File: config.mk
export PLATFORM = sky130hd
export DESIGN_NAME = fcsd_top
export DESIGN_NICKNAME = d
export VERILOG_FILES = /design/src/rtl/fcsd_pkg.sv /design/src/rtl/fcsd_match.sv /design/src/rtl/fcsd_seq.sv /design/src/rtl/fcsd_gate.sv /design/src/rtl/fcsd_top.sv
export SDC_FILE = /design/constraint.sdc
export NUM_CORES = 1
export LEC_CHECK = 0
export BUFFER_PORTS_ARGS = -buffer_cell sky130_fd_sc_hd__buf_2
export CORE_ASPECT_RATIO = 1.1
export CORE_MARGIN = 10
export CORE_UTILIZATION = 40
export CTS_CLUSTER_DIAMETER = 150
export DETAILED_ROUTE_END_ITERATION = 10
export PLACE_DENSITY = 0.74
export SYNTH_ARGS = -nofsm -noshare
export SYNTH_HDL_FRONTEND = slang
export SYNTH_SLANG_ARGS = --single-unit
export TNS_END_PERCENT = 5
File: constraint.sdc
create_clock -name clk -period 2.1 [get_ports clk]
set_input_delay 0.315 -clock clk [delete_from_list [all_inputs] [get_ports clk]]
set_output_delay 0.315 -clock clk [all_outputs]
set_load 0.05 [all_outputs]
File: src/rtl/fcsd_pkg.sv
package fcsd_pkg;

  typedef enum logic [2:0] {
    SQ_IDLE,
    SQ_KEY1,
    SQ_KEY2,
    SQ_PDATA,
    SQ_ESETUP,
    SQ_EKEY1,
    SQ_EKEY2
  } seq_t;

  typedef enum logic [2:0] {
    CK_NONE   = 3'd0,
    CK_READ   = 3'd1,
    CK_IDENT  = 3'd2,
    CK_PROG   = 3'd3,
    CK_CHIP   = 3'd4,
    CK_SECTOR = 3'd5
  } cmd_kind_t;

  localparam logic [7:0] OP_KEY1   = 8'hAA;
  localparam logic [7:0] OP_KEY2   = 8'h55;
  localparam logic [7:0] OP_PROG   = 8'hA0;
  localparam logic [7:0] OP_ESETUP = 8'h80;
  localparam logic [7:0] OP_IDENT  = 8'h90;
  localparam logic [7:0] OP_READ   = 8'hF0;
  localparam logic [7:0] OP_CHIP   = 8'h10;
  localparam logic [7:0] OP_SECTOR = 8'h30;

endpackage

File: src/rtl/fcsd_match.sv
module fcsd_match #(
  parameter int ADDR_W   = 17,
  parameter int DATA_W   = 8,
  parameter int KEY_BITS = 15,
  parameter logic [KEY_BITS-1:0] KEY_A = 15'h5555,
  parameter logic [KEY_BITS-1:0] KEY_B = 15'h2AAA
) (
  input  logic [ADDR_W-1:0] addr,
  input  logic [DATA_W-1:0] data,
  output logic              at_key_a,
  output logic              unlock_a,
  output logic              unlock_b,
  output logic              op_prog,
  output logic              op_esetup,
  output logic              op_ident,
  output logic              op_read,
  output logic              op_chip,
  output logic              op_sector
);
  import fcsd_pkg::*;

  logic at_key_b;

  function automatic logic key_hit(input logic [ADDR_W-1:0] a,
                                   input logic [KEY_BITS-1:0] k);
    return a[KEY_BITS-1:0] == k;
  endfunction

  always_comb begin
    at_key_a  = key_hit(addr, KEY_A);
    at_key_b  = key_hit(addr, KEY_B);
    unlock_a  = at_key_a && (data == OP_KEY1);
    unlock_b  = at_key_b && (data == OP_KEY2);
    op_prog   = at_key_a && (data == OP_PROG);
    op_esetup = at_key_a && (data == OP_ESETUP);
    op_ident  = at_key_a && (data == OP_IDENT);
    op_chip   = at_key_a && (data == OP_CHIP);
    op_read   = (data == OP_READ);
    op_sector = (data == OP_SECTOR);
  end

endmodule

File: src/rtl/fcsd_seq.sv
module fcsd_seq (
  input  logic                clk,
  input  logic                rst,
  input  logic                wr_en,
  input  logic                unlock_a,
  input  logic                unlock_b,
  input  logic                op_prog,
  input  logic                op_esetup,
  input  logic                op_ident,
  input  logic                op_read,
  input  logic                op_chip,
  input  logic                op_sector,
  output fcsd_pkg::seq_t      state,
  output fcsd_pkg::cmd_kind_t raw_kind
);
  import fcsd_pkg::*;

  seq_t nxt;

  always_comb begin
    nxt      = state;
    raw_kind = CK_NONE;
    if (wr_en) begin
      nxt = SQ_IDLE;
      if (state == SQ_PDATA) begin
        raw_kind = CK_PROG;
      end else if (op_read) begin
        raw_kind = CK_READ;
      end else begin
        case (state)
          SQ_IDLE:   if (unlock_a) nxt = SQ_KEY1;
          SQ_KEY1:   if (unlock_b) nxt = SQ_KEY2;
          SQ_KEY2: begin
            if (op_prog)        nxt = SQ_PDATA;
            else if (op_esetup) nxt = SQ_ESETUP;
            else if (op_ident)  raw_kind = CK_IDENT;
          end
          SQ_ESETUP: if (unlock_a) nxt = SQ_EKEY1;
          SQ_EKEY1:  if (unlock_b) nxt = SQ_EKEY2;
          SQ_EKEY2: begin
            if (op_chip)        raw_kind = CK_CHIP;
            else if (op_sector) raw_kind = CK_SECTOR;
          end
          default: nxt = SQ_IDLE;
        endcase
      end
    end
  end

  always_ff @(posedge clk) begin
    if (rst) state <= SQ_IDLE;
    else     state <= nxt;
  end

endmodule

File: src/rtl/fcsd_gate.sv
module fcsd_gate #(
  parameter int ADDR_W       = 17,
  parameter int DATA_W       = 8,
  parameter int SECT_BITS    = 8,
  parameter int BOOT_SECTORS = 16,
  parameter bit TOP_BOOT     = 1'b1
) (
  input  logic                clk,
  input  logic                rst,
  input  fcsd_pkg::cmd_kind_t raw_kind,
  input  logic [ADDR_W-1:0]   addr,
  input  logic [DATA_W-1:0]   data,
  input  logic                erase_busy,
  input  logic                boot_lock,
  output logic                blocked,
  output logic                cmd_valid,
  output logic [2:0]          cmd_kind,
  output logic [ADDR_W-1:0]   cmd_addr,
  output logic [DATA_W-1:0]   cmd_data,
  output logic                id_mode
);
  import fcsd_pkg::*;

  localparam int NUM_SECT = 1 << SECT_BITS;
  localparam int BOOT_LO  = TOP_BOOT ? NUM_SECT - BOOT_SECTORS : 0;
  localparam int BOOT_HI  = TOP_BOOT ? NUM_SECT - 1 : BOOT_SECTORS - 1;

  function automatic logic [SECT_BITS-1:0] sector_of(input logic [ADDR_W-1:0] a);
    return a[ADDR_W-1 -: SECT_BITS];
  endfunction

  function automatic logic in_boot(input logic [ADDR_W-1:0] a);
    int s;
    s = int'(sector_of(a));
    return (s >= BOOT_LO) && (s <= BOOT_HI);
  endfunction

  logic busy_stop, lock_stop, take;

  always_comb begin
    busy_stop = (raw_kind == CK_PROG) && erase_busy;
    lock_stop = boot_lock &&
                ((raw_kind == CK_CHIP) ||
                 (((raw_kind == CK_PROG) || (raw_kind == CK_SECTOR)) && in_boot(addr)));
    blocked   = busy_stop || lock_stop;
    take      = (raw_kind != CK_NONE) && !blocked;
  end

  always_ff @(posedge clk) begin
    if (rst) begin
      cmd_valid <= 1'b0;
      cmd_kind  <= 3'd0;
      cmd_addr  <= '0;
      cmd_data  <= '0;
      id_mode   <= 1'b0;
    end else begin
      cmd_valid <= take;
      cmd_kind  <= take ? raw_kind : 3'd0;
      cmd_addr  <= (take && (raw_kind == CK_PROG || raw_kind == CK_SECTOR)) ? addr : '0;
      cmd_data  <= (take && raw_kind == CK_PROG) ? data : '0;
      if (raw_kind == CK_IDENT)     id_mode <= 1'b1;
      else if (raw_kind == CK_READ) id_mode <= 1'b0;
    end
  end

endmodule

File: src/rtl/fcsd_top.sv
module fcsd_top #(
  parameter int ADDR_W       = 17,
  parameter int DATA_W       = 8,
  parameter int SECT_BITS    = 8,
  parameter int KEY_BITS     = 15,
  parameter int BOOT_SECTORS = 16,
  parameter bit TOP_BOOT     = 1'b1
) (
  input  logic              clk,
  input  logic              rst,
  input  logic              wr_en,
  input  logic [ADDR_W-1:0] wr_addr,
  input  logic [DATA_W-1:0] wr_data,
  input  logic              erase_busy,
  input  logic              boot_lock,
  output logic              cmd_valid,
  output logic [2:0]        cmd_kind,
  output logic [ADDR_W-1:0] cmd_addr,
  output logic [DATA_W-1:0] cmd_data,
  output logic              id_mode
);
  import fcsd_pkg::*;

  logic      at_key_a, unlock_a, unlock_b;
  logic      op_prog, op_esetup, op_ident, op_read, op_chip, op_sector;
  seq_t      seq_state;
  cmd_kind_t raw_kind;
  logic      blocked;

  fcsd_match #(
    .ADDR_W(ADDR_W), .DATA_W(DATA_W), .KEY_BITS(KEY_BITS)
  ) u_match (
    .addr(wr_addr), .data(wr_data),
    .at_key_a(at_key_a), .unlock_a(unlock_a), .unlock_b(unlock_b),
    .op_prog(op_prog), .op_esetup(op_esetup), .op_ident(op_ident),
    .op_read(op_read), .op_chip(op_chip), .op_sector(op_sector)
  );

  fcsd_seq u_seq (
    .clk(clk), .rst(rst), .wr_en(wr_en),
    .unlock_a(unlock_a), .unlock_b(unlock_b),
    .op_prog(op_prog), .op_esetup(op_esetup), .op_ident(op_ident),
    .op_read(op_read), .op_chip(op_chip), .op_sector(op_sector),
    .state(seq_state), .raw_kind(raw_kind)
  );

  fcsd_gate #(
    .ADDR_W(ADDR_W), .DATA_W(DATA_W), .SECT_BITS(SECT_BITS),
    .BOOT_SECTORS(BOOT_SECTORS), .TOP_BOOT(TOP_BOOT)
  ) u_gate (
    .clk(clk), .rst(rst), .raw_kind(raw_kind),
    .addr(wr_addr), .data(wr_data),
    .erase_busy(erase_busy), .boot_lock(boot_lock),
    .blocked(blocked),
    .cmd_valid(cmd_valid), .cmd_kind(cmd_kind),
    .cmd_addr(cmd_addr), .cmd_data(cmd_data), .id_mode(id_mode)
  );

endmodule

* Yosys cells after proc, flatten, opt, wreduce, memory -nomap -nowiden
Index checks and enable logic that the tools add are counted.
Storage, ports and cells: bits in registers 33
Operators by class: reductions and logical operators 22, equality and inequality tests 21, bitwise logic cells 3, $lt $le $gt $ge 1, mux-type cells 20
Operators by type and width (count):
- == test 8 bit (second input constant) | 5
- 2-to-1 mux 3 bit | 13
- == test 15 x 14 -> 1 bit (second input constant) | 1
- == test 15 bit (second input constant) | 1
- == test 3 bit (second input constant) | 5
- one-hot mux 3 bit (5 select lines) | 1
- == test 3 x 2 -> 1 bit (second input constant) | 4
- logical AND 1 bit | 12
- == test 8 x 5 -> 1 bit (second input constant) | 1
- == test 8 x 6 -> 1 bit (second input constant) | 1
- == test 8 x 7 -> 1 bit (second input constant) | 1
- >= comparator 8 bit (second input constant) | 1
- == test 3 x 1 -> 1 bit (second input constant) | 2
- one-hot mux 3 bit (2 select lines) | 1
- OR reduction 2 bit | 3
- 2-to-1 mux 2 bit | 2
- logical NOT 3 bit | 1
- logical OR 1 bit | 3
- 2-to-1 mux 1 bit | 3
- NOT 1 bit | 3
- nonzero test 3 bit | 1
- nonzero test 2 bit | 1
- logical NOT 1 bit | 1

* Longest topological paths before layout
depth after elaboration 20, gate-level depth with buffers 7, depth with buffers taken out 5

* Hierarchy
A second synthesis with hierarchy kept.
Second synthesis, totals: cells, all modules 155, area, all modules 1541.5 µm²
By module, submodules not included:
- fcsd_gate | cells each 87, instances 1, area an instance 996.0 µm²
- fcsd_seq | cells each 34, instances 1, area an instance 285.3 µm²
- fcsd_match | cells each 34, instances 1, area an instance 260.2 µm²

* Worst setup path after synthesis
Ideal clock, no wire load.
path type input -> register, start in wr_addr[1], end reg u_gate.cmd_valid, cell stages on the path 6, data arrival time 1.680 ns, setup slack 0.297 ns, path buffers 1, setup time 0.123 ns, path through nor4bb_1 > nand4_1 > a22o_1 > a21oi_4 > buf_6 > o32ai_1
On the way: longest elaborated chain between the ends 17, elaborated cells between the ends (all ways) 25, classes of those cells 4 x eq/ne; 8 x mux; 13 x reduce/logical
Ends and longest elaborated chain:
- start, declared | RTL line fcsd_top.sv:12 | input logic [ADDR_W-1:0] wr_addr,
- == test 15 bit * | RTL line fcsd_match.sv:26 | return a[KEY_BITS-1:0] == k;
- logical AND 1 bit | RTL line fcsd_match.sv:36 | op_ident = at_key_a && (data == OP_IDENT);
- 2-to-1 mux 2 bit | RTL line fcsd_seq.sv:36 | else if (op_ident) raw_kind = CK_IDENT;
- 2-to-1 mux 3 bit | RTL line fcsd_seq.sv:35 | else if (op_esetup) nxt = SQ_ESETUP;
- 2-to-1 mux 3 bit | RTL line fcsd_seq.sv:34 | if (op_prog) nxt = SQ_PDATA;
- one-hot mux 3 bit (2 select lines) * | RTL line fcsd_seq.sv:30 | case (state)
- 2-to-1 mux 3 bit * | RTL line fcsd_seq.sv:27 | end else if (op_read) begin
- 2-to-1 mux 3 bit * | RTL line fcsd_seq.sv:25 | if (state == SQ_PDATA) begin
- 2-to-1 mux 3 bit * | RTL line fcsd_seq.sv:23 | if (wr_en) begin
- == test 3 x 2 -> 1 bit or == test 3 bit (tied branches) | RTL line fcsd_gate.sv:41, fcsd_gate.sv:44
- logical OR 1 bit | RTL line fcsd_gate.sv:44 | (((raw_kind == CK_PROG) || (raw_kind == CK_SECTOR)) && in_boot(addr)));
- logical AND 1 bit | RTL line fcsd_gate.sv:44
- logical OR 1 bit | RTL line fcsd_gate.sv:43 | ((raw_kind == CK_CHIP) ||
- logical AND 1 bit | RTL line fcsd_gate.sv:42 | lock_stop = boot_lock &&
- logical OR 1 bit | RTL line fcsd_gate.sv:45 | blocked = busy_stop || lock_stop;
- logical NOT 1 bit | RTL line fcsd_gate.sv:46 | take = (raw_kind != CK_NONE) && !blocked;
- logical AND 1 bit * | RTL line fcsd_gate.sv:46
- end signal, assigned | RTL line fcsd_gate.sv:57 | cmd_valid <= take;
- end, declared | RTL line fcsd_gate.sv:16 | output logic cmd_valid,
Every way passes the cells marked *; elsewhere a longest branch is shown, timed or not. A chain may end at the register's enable or synchronous reset.

* Final worst setup path
start reg u_seq.state[1], end reg u_gate.cmd_addr[10]
On the way: longest elaborated chain between the ends 16, elaborated cells between the ends (all ways) 22, classes of those cells 6 x eq/ne; 4 x mux; 1 x bitwise; 11 x reduce/logical
Ends and longest elaborated chain:
- start, declared | RTL line fcsd_seq.sv:13 | output fcsd_pkg::seq_t state,
- start signal, assigned | RTL line fcsd_seq.sv:52 | else state <= nxt;
- == test 3 bit or == test 3 x 2 -> 1 bit (tied branches) | RTL line fcsd_seq.sv:30
- one-hot mux 3 bit (2 select lines) | RTL line fcsd_seq.sv:30
- 2-to-1 mux 3 bit | RTL line fcsd_seq.sv:27
- 2-to-1 mux 3 bit * | RTL line fcsd_seq.sv:25
- 2-to-1 mux 3 bit * | RTL line fcsd_seq.sv:23
- == test 3 x 2 -> 1 bit or == test 3 bit (tied branches) | RTL line fcsd_gate.sv:41, fcsd_gate.sv:44, fcsd_gate.sv:59
- logical OR 1 bit | RTL line fcsd_gate.sv:44, fcsd_gate.sv:59
- logical AND 1 bit | RTL line fcsd_gate.sv:44
- logical OR 1 bit | RTL line fcsd_gate.sv:43
- logical AND 1 bit | RTL line fcsd_gate.sv:42
- logical OR 1 bit | RTL line fcsd_gate.sv:45
- logical NOT 1 bit | RTL line fcsd_gate.sv:46
- logical AND 1 bit | RTL line fcsd_gate.sv:46
- logical AND 1 bit * | RTL line fcsd_gate.sv:59 | cmd_addr <= (take && (raw_kind == CK_PROG || raw_kind == CK_SECTOR)) ? addr : '0;
- NOT 1 bit (no line) *
- OR reduction 2 bit (no line) *
- end signal, assigned | RTL line fcsd_gate.sv:59
- end, declared | RTL line fcsd_gate.sv:18 | output logic [ADDR_W-1:0] cmd_addr,
Marked as above.

==> reports/metrics.yaml <==
status: "finished clean"
grt_pass1_wl_um: 7780
cpMaxStageDelayCell: "dfxtp_1"
r2r_slack_ns: 0.15
r2r-start: "u_seq.state[1]"
clkSinkCount: 33
final_common_cell: "buf_2"
die_h_um: 87.9
drc_errors: 0
cts_buffers: 5
post-route-util_pct: 54.6
gp_congestion: 0.870
crit_path_max_incr_delay_ns: 0.47
via_per_inst: 5.67
design.core.area_um2: 3990
hold_viol_final: 0
async_flop_share_pct: 0
rows: 24
drive_gt1_share_pct: 47.6
slew_headroom_pct: 32.5
routedWlPerCell_um: 17.3
initial_core_util_pct: 42.0
finalCriticalPeriod_ns: 1.95
cts_hold_buf: 0
intPower_mw: 0.933
drt_iter0_drc: 143
p_sw_mw: 0.265
yosysUniqueCellTypes: 48
syn2layout_area_growth_pct: 29.9
cts_tree: "yes"
multi_input_area_um2: 951
clock.fmax_mhz: 512
synth.yosys.warnings: 0
worst_ir_drop_vdd_uv: 386
worstSetupPathType: "reg -> reg"
synth_edf_count: 0
cp_cell_sequence: "nor2b_1 > nand3_1 > a22o_1 > a21oi_4 > buf_12 > nor4b_2"
vias: 1570
seqPwrFrac_pct: 52.2
antenna_found_initial: 0
register_area_um2: 661
portBuffers: 59
cellPowerDensity_nw_per_um2: 550
r2r-end: "u_gate.cmd_addr[10]"
skew_ns: 0.00478
hold_end: "u_gate.cmd_kind[1]"
drt_first_pass_iters: 4
reg2reg_depth: 6
cts_max_path_buffers: 2
cp.arrival_ns: 2.09
dp_hpwl_um: 3710
timing.final.ws_setup_ns: 0.146
die_x_um: 81.8
clkLatencyLatePin_ns: 0.29
n_fill_cell: 350
worst_setup_path_end_kind: "register"
setup-violations-final: 0
synth.ff_latch_count: 33
grt_pass1_vias: 1627
syn_inst: 153
nets: 255
drv_slew: 0
ant_nets: 0
synthesis.nets: 183
avgSynthCellArea_um2: 11.0
whs_ns: 0.231
yosysSeqAreaShare_pct: 39.4
crit_required_ns: 2.23
n_antenna_cell: 0
dp_slack_ns: -0.0169
die_area_um2: 7190
hold_depth: 2
final_cell_mix: "59 x buf_2, 33 x dfxtp_1, 19 x nor4b_2"
cp-start-kind: "register"
hold_class: "in -> reg"
totalWireLength_um: 4790
synth_ff_type: "dfxtp_1"
swShare_pct: 22.1
post-place-cells: 270
clockPowerShare_pct: 39.5
grt.overflow.total: 0
drv_cap: 0
ios: 60
cp_max_fo: 19
clk_pin_slew_worst_paths_ns: 0.06
post_layout_nonfiller_instances: 277
p_leak_nw: 0.856
min_from: "erase_busy"
htreeDepth: 2
power.total_mw: 1.20
synth_area_um2: 1680
pwr-share-comb_pct: 8.3
grtUsageTotal_pct: 13.9
cts-root-buf: "clkbuf_8"
grt_max_degree: 26
worst_pin_slew_ns: 1.01
fin_crit_sh_pct: 93.1
-- how the worst max path moves through the flow --
| stage | start | slack (ns) | cells past startpoint | end |
|---|---|---|---|---|
| 4_1_cts | u_seq.state[1] | 0.12 | 6 | u_gate.cmd_addr[10] |
| 3_5_place_dp | wr_data[1] | -0.02 | 6 | u_gate.cmd_data[7] |
| 3_3_place_gp | wr_data[1] | 0.04 | 6 | u_gate.cmd_addr[16] |
| 6_report | u_seq.state[1] | 0.15 | 6 | u_gate.cmd_addr[10] |
| 5_1_grt | u_seq.state[1] | -0.007 | 6 | u_gate.cmd_addr[0] |
| 2_1_floorplan | wr_addr[1] | 0.30 | 6 | u_gate.cmd_valid |
-- final cells by class --
class	count	share of cell area (%)
Clock buffer	7	3.96
Inverter	5	0.861
Sequential cell	33	30.3
Tap cell	52	2.99
Multi-Input combinational cell	109	43.6
Timing Repair Buffer	71	18.3
-- sequential cells by signal, indices dropped and copies added, names as in the netlist --
signal / count
u_gate.cmd_addr: 17
u_gate.cmd_data: 8
u_gate.cmd_kind: 3
u_gate.cmd_valid: 1
u_gate.id_mode: 1
u_seq.state: 3
-- synth_stat cells, drive strengths merged (3+ instances only) --
cell | instances | area [um^2]
dfxtp | 33 | 661
nor4b | 26 | 347
nand2 | 8 | 37.5
nor2 | 8 | 30.0
o21ai | 7 | 42.5
nand3 | 6 | 30.0
nor4bb | 6 | 60.1
buf | 5 | 50.0
inv | 5 | 18.8
nand4 | 5 | 31.3
nor4 | 4 | 46.3
a21oi | 3 | 26.3
nand3b | 3 | 22.5
-- what timing repair did --
item,4_1_cts,5_1_grt
gates resized for setup,0,1
buffers inserted,0,0
setup endpoints to repair,0,22
hold endpoints to repair,0,0
-- per-stage QoR --
stage               area, um^2  TNS (ns)
finish                    2180         0
global route              2180   -0.0235
CTS                       2170         0
detailed placement        2090   -0.0449
global placement          2090         0
floorplan                 1680         0
-- cells by family (layout without fill, tap and decap cells) --
kind of cell           Yosys count  after routing  synth area share (%)
flip-flops                      33             33                  39.4
AND/OR/NAND/NOR                 82             82                  43.7
buffers and inverters           11             83                  4.32
AO/OA/AOI/OAI                   27             27                  12.6
-- worst max-delay path, delay by kind of cell, from the launching register on --
kind | cells | cell delay (ns)
flip-flops | 1 | 0.47
AND/OR/NAND/NOR | 3 | 0.56
buffers and inverters | 1 | 0.21
AO/OA/AOI/OAI | 2 | 0.55
-- per-layer routing --
| layer | global-route usage, % | share of wire (%) |
|---|---|---|
| met2 | 22.5 | 50 |
| met3 | 7.07 | 10 |
| met5 | 0 | 0 |
| met4 | 6.04 | 1.6 |
| met1 | 14.7 | 38 |
-- power groups by stage --
stage | sequential [mW] | clock [mW] | combinational, mW
6_report | 0.626 | 0.473 | 0.0992
5_1_grt | 0.625 | 0.526 | 0.108
4_1_cts | 0.626 | 0.488 | 0.0984
3_5_place_dp | 0.640 | 0 | 0.0979
3_3_place_gp | 0.640 | 0 | 0.0967
2_1_floorplan | 0.640 | 0 | 0.0395
Note: power is estimated with default switching activity, not from simulation.
